==> src/rtl/ofl_pkg.sv <==
// Shared types for the almost-flag offset loader.
// Assumes four byte slots visited in a fixed rotating order.
package ofl_pkg;
    typedef enum logic [1:0] {
        SLOT_E_LO = 2'd0,
        SLOT_E_HI = 2'd1,
        SLOT_F_LO = 2'd2,
        SLOT_F_HI = 2'd3
    } slot_e;

    localparam int NUM_SLOTS = 4;
    localparam logic [7:0] LO_RESET = 8'h07;
endpackage

==> src/rtl/ofl_seq.sv <==
// Rotating slot position counter.
// It advances by one slot on each step pulse and wraps after the last slot.
// Assumes step_i is already qualified by the caller.
module ofl_seq
    import ofl_pkg::*;
(
    input  logic  clk,
    input  logic  rst_n,
    input  logic  step_i,
    output slot_e pos_o
);
    // Advance the position on a qualified step; clear on reset.
    always_ff @(posedge clk) begin
        if (!rst_n)
            pos_o <= SLOT_E_LO;
        else if (step_i)
            pos_o <= slot_e'(2'(pos_o + 2'd1));
    end

    assert_hold_R3: assert property (@(posedge clk) disable iff (!rst_n)
        !step_i |=> $stable(pos_o));

    assert_wrap_R2: assert property (@(posedge clk) disable iff (!rst_n)
        (step_i && pos_o == SLOT_F_HI) |=> (pos_o == SLOT_E_LO));
endmodule

==> src/rtl/ofl_bank.sv <==
// Storage for the two thresholds. Each threshold is a full low byte plus a
// narrowed high byte. Writes select a slot; the readback byte is a
// combinational mux on the read slot.
// Assumes BYTE_W == 8 and 1 <= MSB_W <= BYTE_W.
module ofl_bank
    import ofl_pkg::*;
#(
    parameter int BYTE_W = 8,
    parameter int MSB_W  = 7,
    localparam int OFF_W = BYTE_W + MSB_W
) (
    input  logic              clk,
    input  logic              rst_n,
    input  logic              we_i,
    input  slot_e             wslot_i,
    input  logic [BYTE_W-1:0] wdata_i,
    input  slot_e             rslot_i,
    output logic [BYTE_W-1:0] rdata_o,
    output logic [OFF_W-1:0]  empty_off_o,
    output logic [OFF_W-1:0]  full_off_o
);
    localparam int NUM_THR = NUM_SLOTS / 2;

    logic [NUM_SLOTS-1:0][BYTE_W-1:0] slot_bytes;
    logic [NUM_THR-1:0][OFF_W-1:0]    thr;

    for (genvar g = 0; g < NUM_THR; g++) begin : g_thr
        localparam slot_e LO_SLOT = slot_e'(2'(2 * g));
        localparam slot_e HI_SLOT = slot_e'(2'(2 * g + 1));
        logic [BYTE_W-1:0] lo_q;
        logic [MSB_W-1:0]  hi_q;

        // Low byte of this threshold: load when its slot is written.
        always_ff @(posedge clk) begin
            if (!rst_n)
                lo_q <= BYTE_W'(LO_RESET);
            else if (we_i && wslot_i == LO_SLOT)
                lo_q <= wdata_i;
        end

        // High byte of this threshold: keep only the used bits.
        always_ff @(posedge clk) begin
            if (!rst_n)
                hi_q <= '0;
            else if (we_i && wslot_i == HI_SLOT)
                hi_q <= wdata_i[MSB_W-1:0];
        end

        // Expose the bytes for readback and the assembled threshold.
        always_comb begin
            slot_bytes[2*g]   = lo_q;
            slot_bytes[2*g+1] = BYTE_W'(hi_q);
            thr[g]            = {hi_q, lo_q};
        end
    end

    // Readback mux and threshold outputs.
    always_comb begin
        rdata_o     = slot_bytes[rslot_i];
        empty_off_o = thr[0];
        full_off_o  = thr[1];
    end

    assert_lo_load_R2: assert property (@(posedge clk) disable iff (!rst_n)
        (we_i && wslot_i == SLOT_E_LO) |=> (slot_bytes[0] == $past(wdata_i)));

    assert_hi_trim_R6: assert property (@(posedge clk) disable iff (!rst_n)
        (we_i && wslot_i == SLOT_F_HI) |=>
        (slot_bytes[3] == ($past(wdata_i) & BYTE_W'((1 << MSB_W) - 1))));
endmodule

==> src/rtl/ofl_flags.sv <==
// Registered almost-empty and almost-full comparators.
// Assumes occupancy never exceeds DEPTH.
module ofl_flags #(
    parameter int CNT_W = 16,
    parameter int OFF_W = 15,
    parameter int DEPTH = 32768
) (
    input  logic             clk,
    input  logic             rst_n,
    input  logic [CNT_W-1:0] occ_i,
    input  logic [OFF_W-1:0] empty_off_i,
    input  logic [OFF_W-1:0] full_off_i,
    output logic             pae_n_o,
    output logic             paf_n_o
);
    localparam logic [CNT_W-1:0] DEPTH_C = CNT_W'(DEPTH);

    logic [CNT_W-1:0] free_words;
    logic             near_empty;
    logic             near_full;

    // Free space and threshold comparisons (inclusive).
    always_comb begin
        free_words = DEPTH_C - occ_i;
        near_empty = (occ_i <= CNT_W'(empty_off_i));
        near_full  = (free_words <= CNT_W'(full_off_i));
    end

    // Register the flags; reset reports an empty FIFO.
    always_ff @(posedge clk) begin
        if (!rst_n) begin
            pae_n_o <= 1'b0;
            paf_n_o <= 1'b1;
        end else begin
            pae_n_o <= !near_empty;
            paf_n_o <= !near_full;
        end
    end

    assert_empty_fifo_pae_R7: assert property (@(posedge clk) disable iff (!rst_n)
        (occ_i == '0) |=> !pae_n_o);

    assert_full_fifo_paf_R8: assert property (@(posedge clk) disable iff (!rst_n)
        (occ_i == DEPTH_C) |=> !paf_n_o);
endmodule

==> src/rtl/almost_flag_loader.sv <==
// Top of the almost-flag offset loader. It qualifies load and readback
// requests, with load taking priority, and keeps separate write and read
// slot positions. It registers the readback byte and drives the two
// threshold flags. Assumes 9 <= DEPTH_LOG2 <= 16 and a single clock for all
// access.
module almost_flag_loader
    import ofl_pkg::*;
#(
    parameter int DEPTH_LOG2 = 15,
    parameter int BYTE_W     = 8,
    localparam int MSB_W     = DEPTH_LOG2 - BYTE_W,
    localparam int OFF_W     = BYTE_W + MSB_W,
    localparam int CNT_W     = DEPTH_LOG2 + 1,
    localparam int DEPTH     = 1 << DEPTH_LOG2
) (
    input  logic              clk,
    input  logic              rst_n,
    input  logic              load_n,
    input  logic              wen1_n,
    input  logic              ren1_n,
    input  logic              ren2_n,
    input  logic [BYTE_W-1:0] din,
    input  logic [CNT_W-1:0]  occupancy,
    output logic [BYTE_W-1:0] dout,
    output logic              pae_n,
    output logic              paf_n
);
    logic              load_fire;
    logic              read_fire;
    slot_e             wpos;
    slot_e             rpos;
    logic [BYTE_W-1:0] rd_byte;
    logic [OFF_W-1:0]  empty_off;
    logic [OFF_W-1:0]  full_off;

    // Request qualification: a load wins over a readback on the same edge.
    always_comb begin
        load_fire = !load_n && !wen1_n;
        read_fire = !load_n && !ren1_n && !ren2_n && !load_fire;
    end

    ofl_seq u_wseq (
        .clk    (clk),
        .rst_n  (rst_n),
        .step_i (load_fire),
        .pos_o  (wpos)
    );

    ofl_seq u_rseq (
        .clk    (clk),
        .rst_n  (rst_n),
        .step_i (read_fire),
        .pos_o  (rpos)
    );

    ofl_bank #(
        .BYTE_W (BYTE_W),
        .MSB_W  (MSB_W)
    ) u_bank (
        .clk         (clk),
        .rst_n       (rst_n),
        .we_i        (load_fire),
        .wslot_i     (wpos),
        .wdata_i     (din),
        .rslot_i     (rpos),
        .rdata_o     (rd_byte),
        .empty_off_o (empty_off),
        .full_off_o  (full_off)
    );

    ofl_flags #(
        .CNT_W (CNT_W),
        .OFF_W (OFF_W),
        .DEPTH (DEPTH)
    ) u_flags (
        .clk         (clk),
        .rst_n       (rst_n),
        .occ_i       (occupancy),
        .empty_off_i (empty_off),
        .full_off_i  (full_off),
        .pae_n_o     (pae_n),
        .paf_n_o     (paf_n)
    );

    // Readback output register: capture the selected slot on a readback.
    always_ff @(posedge clk) begin
        if (!rst_n)
            dout <= '0;
        else if (read_fire)
            dout <= rd_byte;
    end

    assert_load_priority_R5: assert property (@(posedge clk) disable iff (!rst_n)
        (!load_n && !wen1_n && !ren1_n && !ren2_n) |=> $stable(dout));

    assert_no_strobe_read_R10: assert property (@(posedge clk) disable iff (!rst_n)
        load_n |=> $stable(dout));

    assert_hi_readback_pad_R6: assert property (@(posedge clk) disable iff (!rst_n)
        (read_fire && (rpos == SLOT_E_HI || rpos == SLOT_F_HI)) |=>
        ((dout >> MSB_W) == '0));
endmodule

==> config.mk <==
export PLATFORM = sky130hd
export DESIGN_NAME = almost_flag_loader
export DESIGN_NICKNAME = d
export VERILOG_FILES = /design/src/rtl/ofl_pkg.sv /design/src/rtl/ofl_seq.sv /design/src/rtl/ofl_bank.sv /design/src/rtl/ofl_flags.sv /design/src/rtl/almost_flag_loader.sv
export SDC_FILE = /design/constraint.sdc
export NUM_CORES = 1
export LEC_CHECK = 0
export BUFFER_PORTS_ARGS = -buffer_cell sky130_fd_sc_hd__buf_4
export CELL_PAD_IN_SITES_DETAIL_PLACEMENT = 1
export CELL_PAD_IN_SITES_GLOBAL_PLACEMENT = 1
export CORE_UTILIZATION = 40
export CTS_BUF_LIST = sky130_fd_sc_hd__clkbuf_4 sky130_fd_sc_hd__clkbuf_8
export CTS_CLUSTER_SIZE = 40
export DETAILED_ROUTE_END_ITERATION = 12
export GPL_ROUTABILITY_DRIVEN = 0
export PLACE_DENSITY = 0.78
export SYNTH_ARGS = -nofsm -noshare
export SYNTH_HDL_FRONTEND = slang
export SYNTH_SLANG_ARGS = --single-unit
==> constraint.sdc <==
create_clock -name clk -period 5.25 [get_ports clk]
set_clock_uncertainty 0.1 [all_clocks]
set_input_delay 0.7875 -clock clk [delete_from_list [all_inputs] [get_ports clk]]
set_output_delay 0.7875 -clock clk [all_outputs]
set_load 0.05 [all_outputs]
==> results.py <==
metrics = {
    "finish": {
        "fin_nets": 444,
        "fillers": 850,
        "syn2layout_area_growth_pct": 16.2,
        "antennaDiodeCount": 0,
        "drive_above_1_share": 0.163,
        "final-seq-area_um2": 881,
        "multi_input_area_um2": 1840,
        "finalCoreUtilization": 0.487,
    },
    "detailed_routing": {
        "highest_layer": "met4",
        "drc": 0,
        "vias": 2538,
        "ant_nets": 0,
        "wirelength_met1_mm": 3.70,
        "first_pass_iters": 4,
        "wl_met3_um": 229,
        "dr_wl_met2_mm": 3.98,
        "vias_per_cell": 5.33,
        "wirelength_mm": 8.10,
        "drt_iter0_drc": 156,
        "wl_per_cell_um": 17.0,
    },
    "clock_tree": {
        "root_buffer": "clkbuf_8",
        "cts_max_level": 2,
        "cts_resized": 0,
        "cts.sinks": 44,
        "postCtsSetupRepairBufs": 0,
        "cts_tree": "done",
        "postCtsHoldBufs": 0,
        "insertion_delay_ns": 0.30,
        "cts_made_buffers": 5,
        "path_clk_slew_ns": 0.08,
        "clk_path_buf_depth": 2,
    },
    "timing": {
        "fmax_mhz": 283,
        "hold_viol": 0,
        "finalCriticalPeriod_ns": 3.53,
        "post-route-period-util": 0.672,
        "setup_violations": 0,
        "maxSlewViolCount": 0,
        "relSlewSlack": 0.519,
        "setup_tns_ns": 0,
        "max_slew.worst_pin.slew_ns": 0.720,
        "rsz0062_at_grt": "false",
    },
    "synthesis": {
        "yosysMostFrequentCell": "nand2_1",
        "seq_area_frac_synth": 0.306,
        "synth_area_leaders": "dfxtp_1 31%, ha_1 15%, nand2_1 11%",
        "synth_area_um2": 2880,
        "synth_flop_cell": "dfxtp_1",
        "synth.distinct_cells": 36,
        "synth_edf_count": 0,
        "syn_inst": 344,
        "synth-seq-cells": 44,
        "synth_nets": 409,
        "netlist_top_cells_count": "86 x nand2_1, 44 x dfxtp_1, 35 x ha_1",
        "synth_top_area_share": 0.306,
        "async_flop_share": 0,
        "synth_largest_area_cell": "dfxtp_1",
        "avgSynthCellArea_um2": 8.37,
        "yosysWarnings": 0,
    },
    "floorplan": {
        "rows": 30,
        "start_util": 0.419,
        "die_h_um": 86.9,
        "io_pins": 40,
        "coreArea_um2": 6870,
        "die_w_um": 86.9,
        "dieArea_um2": 7540,
    },
    "worst_setup_path": {
        "crit_top_cell": "or4_1",
        "worst_path_dominant_cell_family": "simple AND/OR/NAND/NOR gates",
        "slowest_delay_ns": 0.55,
        "r2r_slack_ns": 3.19,
        "worstSetupPathType": "in -> reg",
        "worst-endpoint-arrival_ns": 3.60,
        "start_kind": "input port",
        "critPathLaunch": "occupancy[2]",
        "cp_num_cells": 12,
        "worstPathCellList": "buf_4 -> nor4_1 -> nand2_1 -> or2_2 -> or4_1 -> xor2_1 -> ha_1 -> a21oi_1 -> nor2_1 -> or4_1 -> nor3_1 -> o211ai_1",
        "end_kind": "flop",
        "reg2reg_depth": 7,
        "cp.required_ns": 5.32,
        "r2r_end": "u_flags.paf_n_o",
        "cp_slowest_cell": "or4_1",
        "worstPathMaxFanout": 5,
        "crit_buf_inv": 1,
        "r2r_start": "u_bank.g_thr[1].hi_q[3]",
        "endpoint": "u_flags.paf_n_o",
    },
    "global_routing": {
        "grt_max_degree": 45,
        "grtUsageTotal": 0.235,
        "gr-total-overflow": 0,
        "grt_pass1_vias": 2595,
        "antenna_found_initial": 0,
        "grt_pass1_wl_mm": 13.2,
    },
    "worst_hold_path": {
        "min_path_type": "reg -> reg",
    },
    "job": {
        "cap_violations": 0,
    },
    "power": {
        "irDropWorstVdd_v": 0.000142,
        "leakagePower_nw": 1.24,
        "p_per_area_nw_per_um2": 213,
    },
    "status": {
        "status": "finished, final reports clean",
    },
    "place": {
        "hpwl_mm": 6.51,
        "port_buffers": 39,
    },
}
## placed cells by master (no fill, tap or decap), types with 7 or more instances in the layout
master and n:
a21boi_0 32, xnor2_1 11, ha_1 35, mux4_2 7, nand2_1 86, dfxtp_1 44, a21oi_1 12, inv_1 32
nor3_1 9, buf_4 39, o211ai_1 8
## metal layers
metal / up-vias / track usage
met5: - / 0
li1: 1238 / -
met3: 13 / 0.0256
met1: 1242 / 0.313
met4: 0 / 0.0818
met2: 45 / 0.397
## power by group
| group | leakage (nW) | switching [W] | internal (W) |
|---|---|---|---|
| Sequential | 0.357 | 0.00000794 | 0.000342 |
| Clock | 0.0479 | 0.000121 | 0.000112 |
| Combinational | 0.831 | 0.0000718 | 0.0000582 |
| Total | 1.24 | 0.000201 | 0.000513 |
## worst register-to-register path, cell delays in order (launching register included)
cell and delay [ns]:
dfxtp_1 0.37, inv_1 0.07, ha_1 0.31, a21oi_1 0.15, nor2_1 0.05, or4_1 0.55, nor3_1 0.22, o211ai_1 0.11
## flip-flops by register name, summed over array words and instances, names as in the netlist
register,flops
u_rseq.pos_o,2
u_flags.paf_n_o,1
u_bank.g_thr.hi_q,14
dout,8
u_bank.g_thr.lo_q,16
u_wseq.pos_o,2
u_flags.pae_n_o,1
## cells by family after synthesis
group | synth area share
adders and majority gates | 0.152
muxes | 0.0582
buffers and inverters | 0.0565
AOI/OAI and AO/OA | 0.148
DFF | 0.306
and+or+nand+nor | 0.228
xor gates and xnor gates | 0.0517
## how the worst min path moves through the flow
stage | startpoint | end | slack (ns) | cells after the start
final | dout[6] | dout[6] | 0.37 | 2
after global routing | dout[6] | dout[6] | 0.40 | 2
after CTS | dout[6] | dout[6] | 0.37 | 2
after detailed placement | dout[6] | dout[6] | 0.36 | 2
after global placement | dout[2] | dout[2] | 0.35 | 2
after floorplan | u_bank.g_thr[1].lo_q[3] | u_bank.g_thr[1].lo_q[3] | 0.35 | 2
## layout make-up
cell class | instances | area share
timing repair buffer | 39 | 0.0874
clock inverter | 1 | 0.00224
multi-input combinational | 257 | 0.549
clock buffer | 7 | 0.0269
inverter | 32 | 0.0359
sequential | 44 | 0.263
tap | 96 | 0.0359
## metrics by stage
stage / cells / instance area (um^2) / power (W) / hold slack (ns) / worst slack, ns
final: 476 / 3350 / 0.000714 / 0.366 / 1.72
after global routing: 476 / 3350 / 0.000751 / 0.396 / 1.48
after detailed placement: 468 / 3250 / 0.000489 / 0.360 / 1.40
after global placement: 468 / 3250 / 0.000483 / 0.354 / 1.53
after CTS: 476 / 3350 / 0.000721 / 0.372 / 1.71
after floorplan: 344 / 2880 / 0.000431 / 0.353 / 1.85
(Power assumes the default switching activity.)
